## src/rtl/mdio_pkg.sv

```systemverilog
package mdio_pkg;

    typedef enum logic {
        ST_IDLE = 1'b0,
        ST_RUN  = 1'b1
    } mdio_state_e;

    localparam int          ADDR_W   = 5;
    localparam int          DATA_W   = 16;
    localparam int          OPW_W    = 16;
    localparam logic [3:0]  HEAD_WR  = 4'b0101;
    localparam logic [3:0]  HEAD_RD  = 4'b0110;
    localparam logic [1:0]  TAIL_WR  = 2'b10;

endpackage

```

## src/rtl/mdio_mdc_gen.sv

```systemverilog
module mdio_mdc_gen #(
    parameter int CLK_HALF = 10
) (
    input  logic clk,
    input  logic rst_n,
    input  logic run,
    output logic mdc,
    output logic rise_stb,
    output logic fall_stb
);

    localparam int CW = (CLK_HALF > 1) ? $clog2(CLK_HALF) : 1;
    localparam logic [CW-1:0] CNT_LAST = CW'(CLK_HALF - 1);

    typedef struct packed {
        logic [CW-1:0] cnt;
        logic          mdc;
    } gen_t;

    gen_t gen_d, gen_q;

    always_comb begin
        gen_d    = gen_q;
        rise_stb = 1'b0;
        fall_stb = 1'b0;
        if (!run) begin
            gen_d.cnt = '0;
            gen_d.mdc = 1'b0;
        end else if (gen_q.cnt == CNT_LAST) begin
            gen_d.cnt = '0;
            gen_d.mdc = ~gen_q.mdc;
            rise_stb  = ~gen_q.mdc;
            fall_stb  = gen_q.mdc;
        end else begin
            gen_d.cnt = gen_q.cnt + 1'b1;
        end
    end

    always_ff @(posedge clk) begin
        if (!rst_n) begin
            gen_q <= '0;
        end else begin
            gen_q <= gen_d;
        end
    end

    assign mdc = gen_q.mdc;

    // the clock parks low once the sequencer stops requesting it
    a_r3_parks_low: assert property (@(posedge clk) disable iff (!rst_n)
        !run |=> !mdc);

    // a rise strobe always leads to a high clock on the next cycle
    a_r3_rise_then_high: assert property (@(posedge clk) disable iff (!rst_n)
        rise_stb |=> mdc);

endmodule

```

## src/rtl/mdio_frame_seq.sv

```systemverilog
module mdio_frame_seq
    import mdio_pkg::*;
#(
    parameter int PRE_LEN = 32
) (
    input  logic              clk,
    input  logic              rst_n,
    input  logic              cmd_valid,
    input  logic              cmd_read,
    input  logic [ADDR_W-1:0] cmd_phy,
    input  logic [ADDR_W-1:0] cmd_reg,
    input  logic [DATA_W-1:0] cmd_wdata,
    input  logic              rise_stb,
    input  logic              fall_stb,
    input  logic              mdio_i,
    output logic              busy,
    output logic              done,
    output logic [DATA_W-1:0] rd_data,
    output logic              last_read,
    output logic [ADDR_W-1:0] last_reg,
    output logic              mdio_o,
    output logic              mdio_oe
);

    localparam int FRAME     = PRE_LEN + OPW_W + DATA_W;
    localparam int IW        = $clog2(FRAME) + 1;
    localparam int RD_DRIVEN = PRE_LEN + OPW_W - 2;
    localparam int RD_SAMPLE = PRE_LEN + OPW_W;
    localparam logic [IW-1:0] IDX_LAST   = IW'(FRAME - 1);
    localparam logic [IW-1:0] IDX_RELEASE = IW'(RD_DRIVEN);
    localparam logic [IW-1:0] IDX_SAMPLE = IW'(RD_SAMPLE);

    typedef struct packed {
        mdio_state_e       state;
        logic [IW-1:0]     idx;
        logic [FRAME-1:0]  tx;
        logic [DATA_W-1:0] rx;
        logic [DATA_W-1:0] rd_data;
        logic              rd;
        logic [ADDR_W-1:0] rg;
        logic              o;
        logic              oe;
        logic              done;
    } seq_t;

    seq_t seq_d, seq_q;
    logic [FRAME-1:0] tx_shift;
    logic [IW-1:0]    idx_next;

    assign tx_shift = seq_q.tx << 1;
    assign idx_next = seq_q.idx + 1'b1;

    always_comb begin
        seq_d      = seq_q;
        seq_d.done = 1'b0;
        case (seq_q.state)
            ST_IDLE: begin
                if (cmd_valid) begin
                    seq_d.state = ST_RUN;
                    seq_d.idx   = '0;
                    seq_d.rd    = cmd_read;
                    seq_d.rg    = cmd_reg;
                    seq_d.rx    = '0;
                    seq_d.o     = 1'b1;
                    seq_d.oe    = 1'b1;
                    if (cmd_read) begin
                        seq_d.tx = {{PRE_LEN{1'b1}}, HEAD_RD, cmd_phy, cmd_reg,
                                    {(DATA_W + 2){1'b0}}};
                    end else begin
                        seq_d.tx = {{PRE_LEN{1'b1}}, HEAD_WR, cmd_phy, cmd_reg,
                                    TAIL_WR, cmd_wdata};
                    end
                end
            end
            default: begin
                if (rise_stb && seq_q.rd && (seq_q.idx >= IDX_SAMPLE)) begin
                    seq_d.rx = {seq_q.rx[DATA_W-2:0], mdio_i};
                end
                if (fall_stb) begin
                    if (seq_q.idx == IDX_LAST) begin
                        seq_d.state = ST_IDLE;
                        seq_d.done  = 1'b1;
                        seq_d.o     = 1'b1;
                        seq_d.oe    = 1'b1;
                        if (seq_q.rd) begin
                            seq_d.rd_data = seq_q.rx;
                        end
                    end else begin
                        seq_d.idx = idx_next;
                        seq_d.tx  = tx_shift;
                        seq_d.o   = tx_shift[FRAME-1];
                        seq_d.oe  = !(seq_q.rd && (idx_next >= IDX_RELEASE));
                    end
                end
            end
        endcase
    end

    always_ff @(posedge clk) begin
        if (!rst_n) begin
            seq_q       <= '0;
            seq_q.state <= ST_IDLE;
            seq_q.o     <= 1'b1;
            seq_q.oe    <= 1'b1;
        end else begin
            seq_q <= seq_d;
        end
    end

    assign busy      = (seq_q.state == ST_RUN);
    assign done      = seq_q.done;
    assign rd_data   = seq_q.rd_data;
    assign last_read = seq_q.rd;
    assign last_reg  = seq_q.rg;
    assign mdio_o    = seq_q.o;
    assign mdio_oe   = seq_q.oe;

    // the completion strobe lasts exactly one cycle
    a_r9_done_single: assert property (@(posedge clk) disable iff (!rst_n)
        done |=> !done);

    // busy has already dropped when done is shown
    a_r2_idle_at_done: assert property (@(posedge clk) disable iff (!rst_n)
        done |-> !busy);

    // busy only ends through a completed frame
    a_r2_busy_ends_with_done: assert property (@(posedge clk) disable iff (!rst_n)
        $fell(busy) |-> done);

    // the driver comes back on only at frame completion
    a_r8_oe_back_at_done: assert property (@(posedge clk) disable iff (!rst_n)
        $rose(mdio_oe) |-> done);

    // the line is released only inside a read frame
    a_r6_release_in_read: assert property (@(posedge clk) disable iff (!rst_n)
        !mdio_oe |-> (busy && seq_q.rd));

    // read data moves only in the completion cycle
    a_r7_rd_data_held: assert property (@(posedge clk) disable iff (!rst_n)
        !$stable(rd_data) |-> done);

endmodule

```

## src/rtl/mdio_link_track.sv

```systemverilog
module mdio_link_track
    import mdio_pkg::*;
#(
    parameter int LINK_REG = 1,
    parameter int LINK_BIT = 2
) (
    input  logic              clk,
    input  logic              rst_n,
    input  logic              done,
    input  logic              last_read,
    input  logic [ADDR_W-1:0] last_reg,
    input  logic [DATA_W-1:0] rd_data,
    output logic              link_up
);

    localparam logic [ADDR_W-1:0] STATUS_REG = ADDR_W'(LINK_REG);

    logic link_d, link_q;

    always_comb begin
        link_d = link_q;
        if (done && last_read && (last_reg == STATUS_REG)) begin
            link_d = rd_data[LINK_BIT];
        end
    end

    always_ff @(posedge clk) begin
        if (!rst_n) begin
            link_q <= 1'b0;
        end else begin
            link_q <= link_d;
        end
    end

    assign link_up = link_q;

    // the flag moves only right after a completed frame
    a_r10_link_after_done: assert property (@(posedge clk) disable iff (!rst_n)
        !$stable(link_up) |-> $past(done));

endmodule

```

## src/rtl/mdio_master.sv

```systemverilog
module mdio_master
    import mdio_pkg::*;
#(
    parameter int CLK_HALF = 10,
    parameter int PRE_LEN  = 32,
    parameter bit LINK_EN  = 1'b1,
    parameter int LINK_REG = 1,
    parameter int LINK_BIT = 2
) (
    input  logic        clk,
    input  logic        rst_n,
    input  logic        cmd_valid,
    input  logic        cmd_read,
    input  logic [4:0]  cmd_phy,
    input  logic [4:0]  cmd_reg,
    input  logic [15:0] cmd_wdata,
    output logic        busy,
    output logic        done,
    output logic [15:0] rd_data,
    output logic        link_up,
    output logic        mdc,
    output logic        mdio_o,
    output logic        mdio_oe,
    input  logic        mdio_i
);

    logic              rise_stb;
    logic              fall_stb;
    logic              last_read;
    logic [ADDR_W-1:0] last_reg;

    mdio_mdc_gen #(
        .CLK_HALF (CLK_HALF)
    ) u_mdc (
        .clk      (clk),
        .rst_n    (rst_n),
        .run      (busy),
        .mdc      (mdc),
        .rise_stb (rise_stb),
        .fall_stb (fall_stb)
    );

    mdio_frame_seq #(
        .PRE_LEN (PRE_LEN)
    ) u_seq (
        .clk       (clk),
        .rst_n     (rst_n),
        .cmd_valid (cmd_valid),
        .cmd_read  (cmd_read),
        .cmd_phy   (cmd_phy),
        .cmd_reg   (cmd_reg),
        .cmd_wdata (cmd_wdata),
        .rise_stb  (rise_stb),
        .fall_stb  (fall_stb),
        .mdio_i    (mdio_i),
        .busy      (busy),
        .done      (done),
        .rd_data   (rd_data),
        .last_read (last_read),
        .last_reg  (last_reg),
        .mdio_o    (mdio_o),
        .mdio_oe   (mdio_oe)
    );

    generate
        if (LINK_EN) begin : g_link
            mdio_link_track #(
                .LINK_REG (LINK_REG),
                .LINK_BIT (LINK_BIT)
            ) u_link (
                .clk       (clk),
                .rst_n     (rst_n),
                .done      (done),
                .last_read (last_read),
                .last_reg  (last_reg),
                .rd_data   (rd_data),
                .link_up   (link_up)
            );
        end else begin : g_nolink
            assign link_up = 1'b0;
        end
    endgenerate

    // data changes are placed in the low phase of the management clock
    a_r8_o_moves_mdc_low: assert property (@(posedge clk) disable iff (!rst_n)
        !$stable(mdio_o) |-> !mdc);

    // no clock activity outside a frame
    a_r3_idle_mdc_low: assert property (@(posedge clk) disable iff (!rst_n)
        !busy |-> !mdc);

endmodule

```

## config.mk

```make
export PLATFORM = sky130hd
export DESIGN_NAME = mdio_master
export DESIGN_NICKNAME = d
export VERILOG_FILES = /design/src/rtl/mdio_pkg.sv /design/src/rtl/mdio_mdc_gen.sv /design/src/rtl/mdio_frame_seq.sv /design/src/rtl/mdio_link_track.sv /design/src/rtl/mdio_master.sv
export SDC_FILE = /design/constraint.sdc
export NUM_CORES = 1
export LEC_CHECK = 0
export BUFFER_PORTS_ARGS = -buffer_cell sky130_fd_sc_hd__buf_2
export CAP_MARGIN = 20
export CORE_AREA = 2 2 82 142
export CTS_CLUSTER_SIZE = 12
export DETAILED_ROUTE_END_ITERATION = 7
export DIE_AREA = 0 0 84 144
export PLACE_DENSITY = 0.63
export SLEW_MARGIN = 40
export SYNTH_ARGS = -nofsm -noshare
export SYNTH_HDL_FRONTEND = slang
export SYNTH_SLANG_ARGS = --single-unit
```

## constraint.sdc

```tcl
create_clock -name clk -period 2.85 [get_ports clk]
set_clock_uncertainty 0.2 [all_clocks]
set_input_delay 0.1425 -clock clk [delete_from_list [all_inputs] [get_ports clk]]
set_output_delay 0.1425 -clock clk [all_outputs]
set_load 0.005 [all_outputs]
```

==> impl_results.md <==
* Worst reg2reg path startpoint: u_seq.seq_q[105]
* Internal portion of total power at 0.00314 W
* Count of maximum capacitance violations at 0
* Measured slew at the worst slew-check pin at roughly 0.7 ns
* Reg clk slew, reported paths at roughly 0.050 ns
* Summed negative setup slack over all endpoints at 0 ns
* Clock latency on the worst-skew pair at approximately 0.41 ns
* Ant. Diodes at 0
* Worst Setup End Kind: register
* Area Growth Syn to Fin at 22.7%
* Via count of the first global-routing pass at approximately 4,000
* Layout fillers at 1,033
* Prevailing post-synth register cell: dfxtp_1
* Via density per instance at roughly 5.5
* Period minus WS final at around 2.4 ns
* Minimum setup slack among reg-to-reg paths at around 0.48 ns
* Highest clock frequency the design can meet at roughly 420 MHz
* Final Hold Vio Count at 0
* Antenna violation net count after detailed routing at 0
* List of most frequent post-synthesis cells: dfxtp_1, nor3_1, nor2_1
* Setup slack after placement at 0.508 ns
* Cell with the most instances after synthesis: dfxtp_1
* Worst-path fanout max at 16
* Share of total power in combinational logic at under 10%
* Fin. max-slew vios at 0
* Starting density of the core at a little over two fifths
* PwrDens at ~690 mW/mm^2
* Finish-stage setup viols at 0
* First-pass GRT wire length at 17,900 microns
* Startpoint class of the critical path: register
* Unrepaired setup endpoints after global routing: no
* Final net count at 650
* Number of flip-flops under the largest register name at between 80 and 90
* Row count at 51
* Net switching power at between 0.0009 and 0.001 W
* Clock Tree Root: clkbuf_16
* Num CTS Buffers at 17
* Resize count post-CTS at 0
* Peak ir drop on the vdd network at slightly above 0.5 mV
* Largest net degree at the start of global routing at between 70 and 80
* Max-slew headroom at the worst pin at between 50% and 60%
* Hold Crit Class: reg2reg
* Result of the run: completed
* Residual DRC count at 0
* Number of optimization iterations in the first detailed-route pass at 5
* Core occupancy in the finished layout at between 50% and 60%
* YS warnings at 0
* Hold buffer count at cts at 30
* Number of placed I/O pins at 53
* Data arrival time of the critical path at around 2.4 ns
* Initial antenna violation count at 0
* Worst Setup SP: u_seq.seq_q[105]
* HPWL after detailed placement at 6520 microns
* Flops & latches, synth at around 120
* Slack of the critical path at between 0.4 and 0.5 ns
* Reg2reg end: u_seq.rd_data[6]
* Fraction of synthesized cell area taken by the top area cell type at approximately 50%
* Post-synthesis instance total at 568
* Cell count of the worst hold path at 2
* Switching share of power at a little under a quarter
* Sequential share of the synthesized area at 49.2%
* Overall routed net length at roughly 11,000 microns
* Number of buffers inserted to repair setup after CTS at 0
* Horizontal die dimension at around 84 microns
* Largest cells by area after synthesis: dfxtp_1, nor3_1, nand3_1
* Total via count after detailed routing at 4,165
* Share of the clock period used by the worst path after layout at just over 80%
* Cell taking the most area after synthesis: dfxtp_1
* Starting DRC count in detailed routing at approximately 320
* Clk pwr share at about half
* Overall Global Routing Usage at 18.2%
* Post-synthesis async set-or-reset flop share at 0%
* Count of buffers inserted at the top-level ports at 52
* Hold wc startpoint: u_seq.last_reg[3]
* Clk sink count at between 100 and 150
* Data required time at the worst endpoint at 2.92 ns
* Syn Nets at about 600
* Post-synthesis cell type count at 49
* Static leakage at between 2 and 2.5 nW
* Sequential cell fraction of total power at between 40% and 50%
* Post-synth design cell area at just under 0.005 sq mm
* Termination of the worst setup path: u_seq.rd_data[6]
* GR Overflow Total at 0
* Vert. Die Dim at approximately 140 microns
* Count of flip-flops with a built-in enable after synthesis at 0
* Routed len/inst at between 10 and 15 microns
* Crit Path Class: reg2reg
* Total Die Area at around 0.012 sq mm
* TritonCTS clock tree: done
* H-Tree Level Count at 4
* Cell count of the worst reg-to-reg path at 5
* Share of layout cells above drive strength 1 at 16.3%
* Core Footprint at 0.0110 sq mm
* Maximum clock insertion buffer count at 2
* Placer's final routability congestion estimate at approximately 0.80
* Average cell area after synthesis at about 8.5 sq um
area by class of cell:
class / instances / area [sq um] / share of cell area [%]
flip-flops and latches: 118 / 2360 / 40.1
multi-input cells: 380 / 2100 / 35.7
repair buffers: 92 / 648 / 11.0
clock buffers: 18 / 439 / 7.45
well taps: 132 / 165 / 2.80
clock inverters: 14 / 154 / 2.61
inverters: 5 / 18.8 / 0.319
how the worst min path moves through the flow:
| stage | slack [ns] | to |
|---|---|---|
| detailed placement | 0.19 | u_seq.seq_q[41] |
| CTS | 0.26 | u_seq.seq_q[57] |
| global placement | 0.18 | u_seq.seq_q[41] |
| floorplan | 0.08 | u_seq.seq_q[25] |
| global route | 0.27 | u_seq.seq_q[57] |
| finish | 0.26 | u_seq.last_reg[3] |
layout by cell type (no fill, tap or decap), types with 4 or more instances in the layout:
| cell | synthesis | layout |
|---|---|---|
| clkinv_4 | 0 | 6 |
| o21ai_0 | 6 | 6 |
| clkbuf_16 | 0 | 17 |
| a222oi_1 | 9 | 9 |
| buf_4 | 16 | 9 |
| inv_1 | 4 | 4 |
| buf_2 | 10 | 52 |
| nor3_1 | 84 | 84 |
| nand2_1 | 55 | 55 |
| dfxtp_1 | 118 | 118 |
| ha_1 | 5 | 5 |
| a21oi_1 | 40 | 40 |
| nor2_1 | 60 | 60 |
| nand3_1 | 45 | 45 |
| mux2i_1 | 17 | 17 |
| a31oi_1 | 14 | 14 |
| a22oi_1 | 5 | 5 |
| dlygate4sd3_1 | 0 | 30 |
logic make-up after synthesis:
logic type | synth area share (%)
xor gates and xnor gates | 0.547
AOI/OAI and AO/OA | 11.5
DFF | 49.2
and+or+nand+nor | 26.6
adders and majority gates | 1.30
buffers and inverters | 7.40
muxes | 3.54
worst max-delay path, cell delays in order (launching register included):
cell,delay (ns)
dfxtp_1,0.48
ha_1,0.34
nand3_2,0.21
or4_4,0.70
mux2i_1,0.23
nor2_1,0.07
stage by stage:
| stage | total power, W | hold slack (ns) | std cells | area (sq um) |
|---|---|---|---|---|
| CTS | 0.00410 | 0.258 | 759 | 5890 |
| detailed placement | 0.00198 | 0.194 | 697 | 5000 |
| finish | 0.00406 | 0.261 | 759 | 5890 |
| global route | 0.00420 | 0.270 | 759 | 5890 |
| global placement | 0.00198 | 0.177 | 697 | 5000 |
| floorplan | 0.00192 | 0.0785 | 568 | 4800 |
power groups by stage:
stage | logic [W] | registers, W | clock network, W
floorplan | 0.000141 | 0.00178 | 0
global placement | 0.000189 | 0.00179 | 0
detailed placement | 0.000192 | 0.00179 | 0
CTS | 0.000225 | 0.00176 | 0.00212
global route | 0.000252 | 0.00176 | 0.00219
finish | 0.000223 | 0.00176 | 0.00208
routing by layer:
layer	part of all wire, %	vias up	global-route usage (%)
li1	-	2083	-
met1	42	1967	20.6
met2	52	103	32.8
met3	3.8	12	4.45
met4	1.4	0	6.96
met5	0	-	0
No activity file was read; power rests on OpenSTA's default activity.
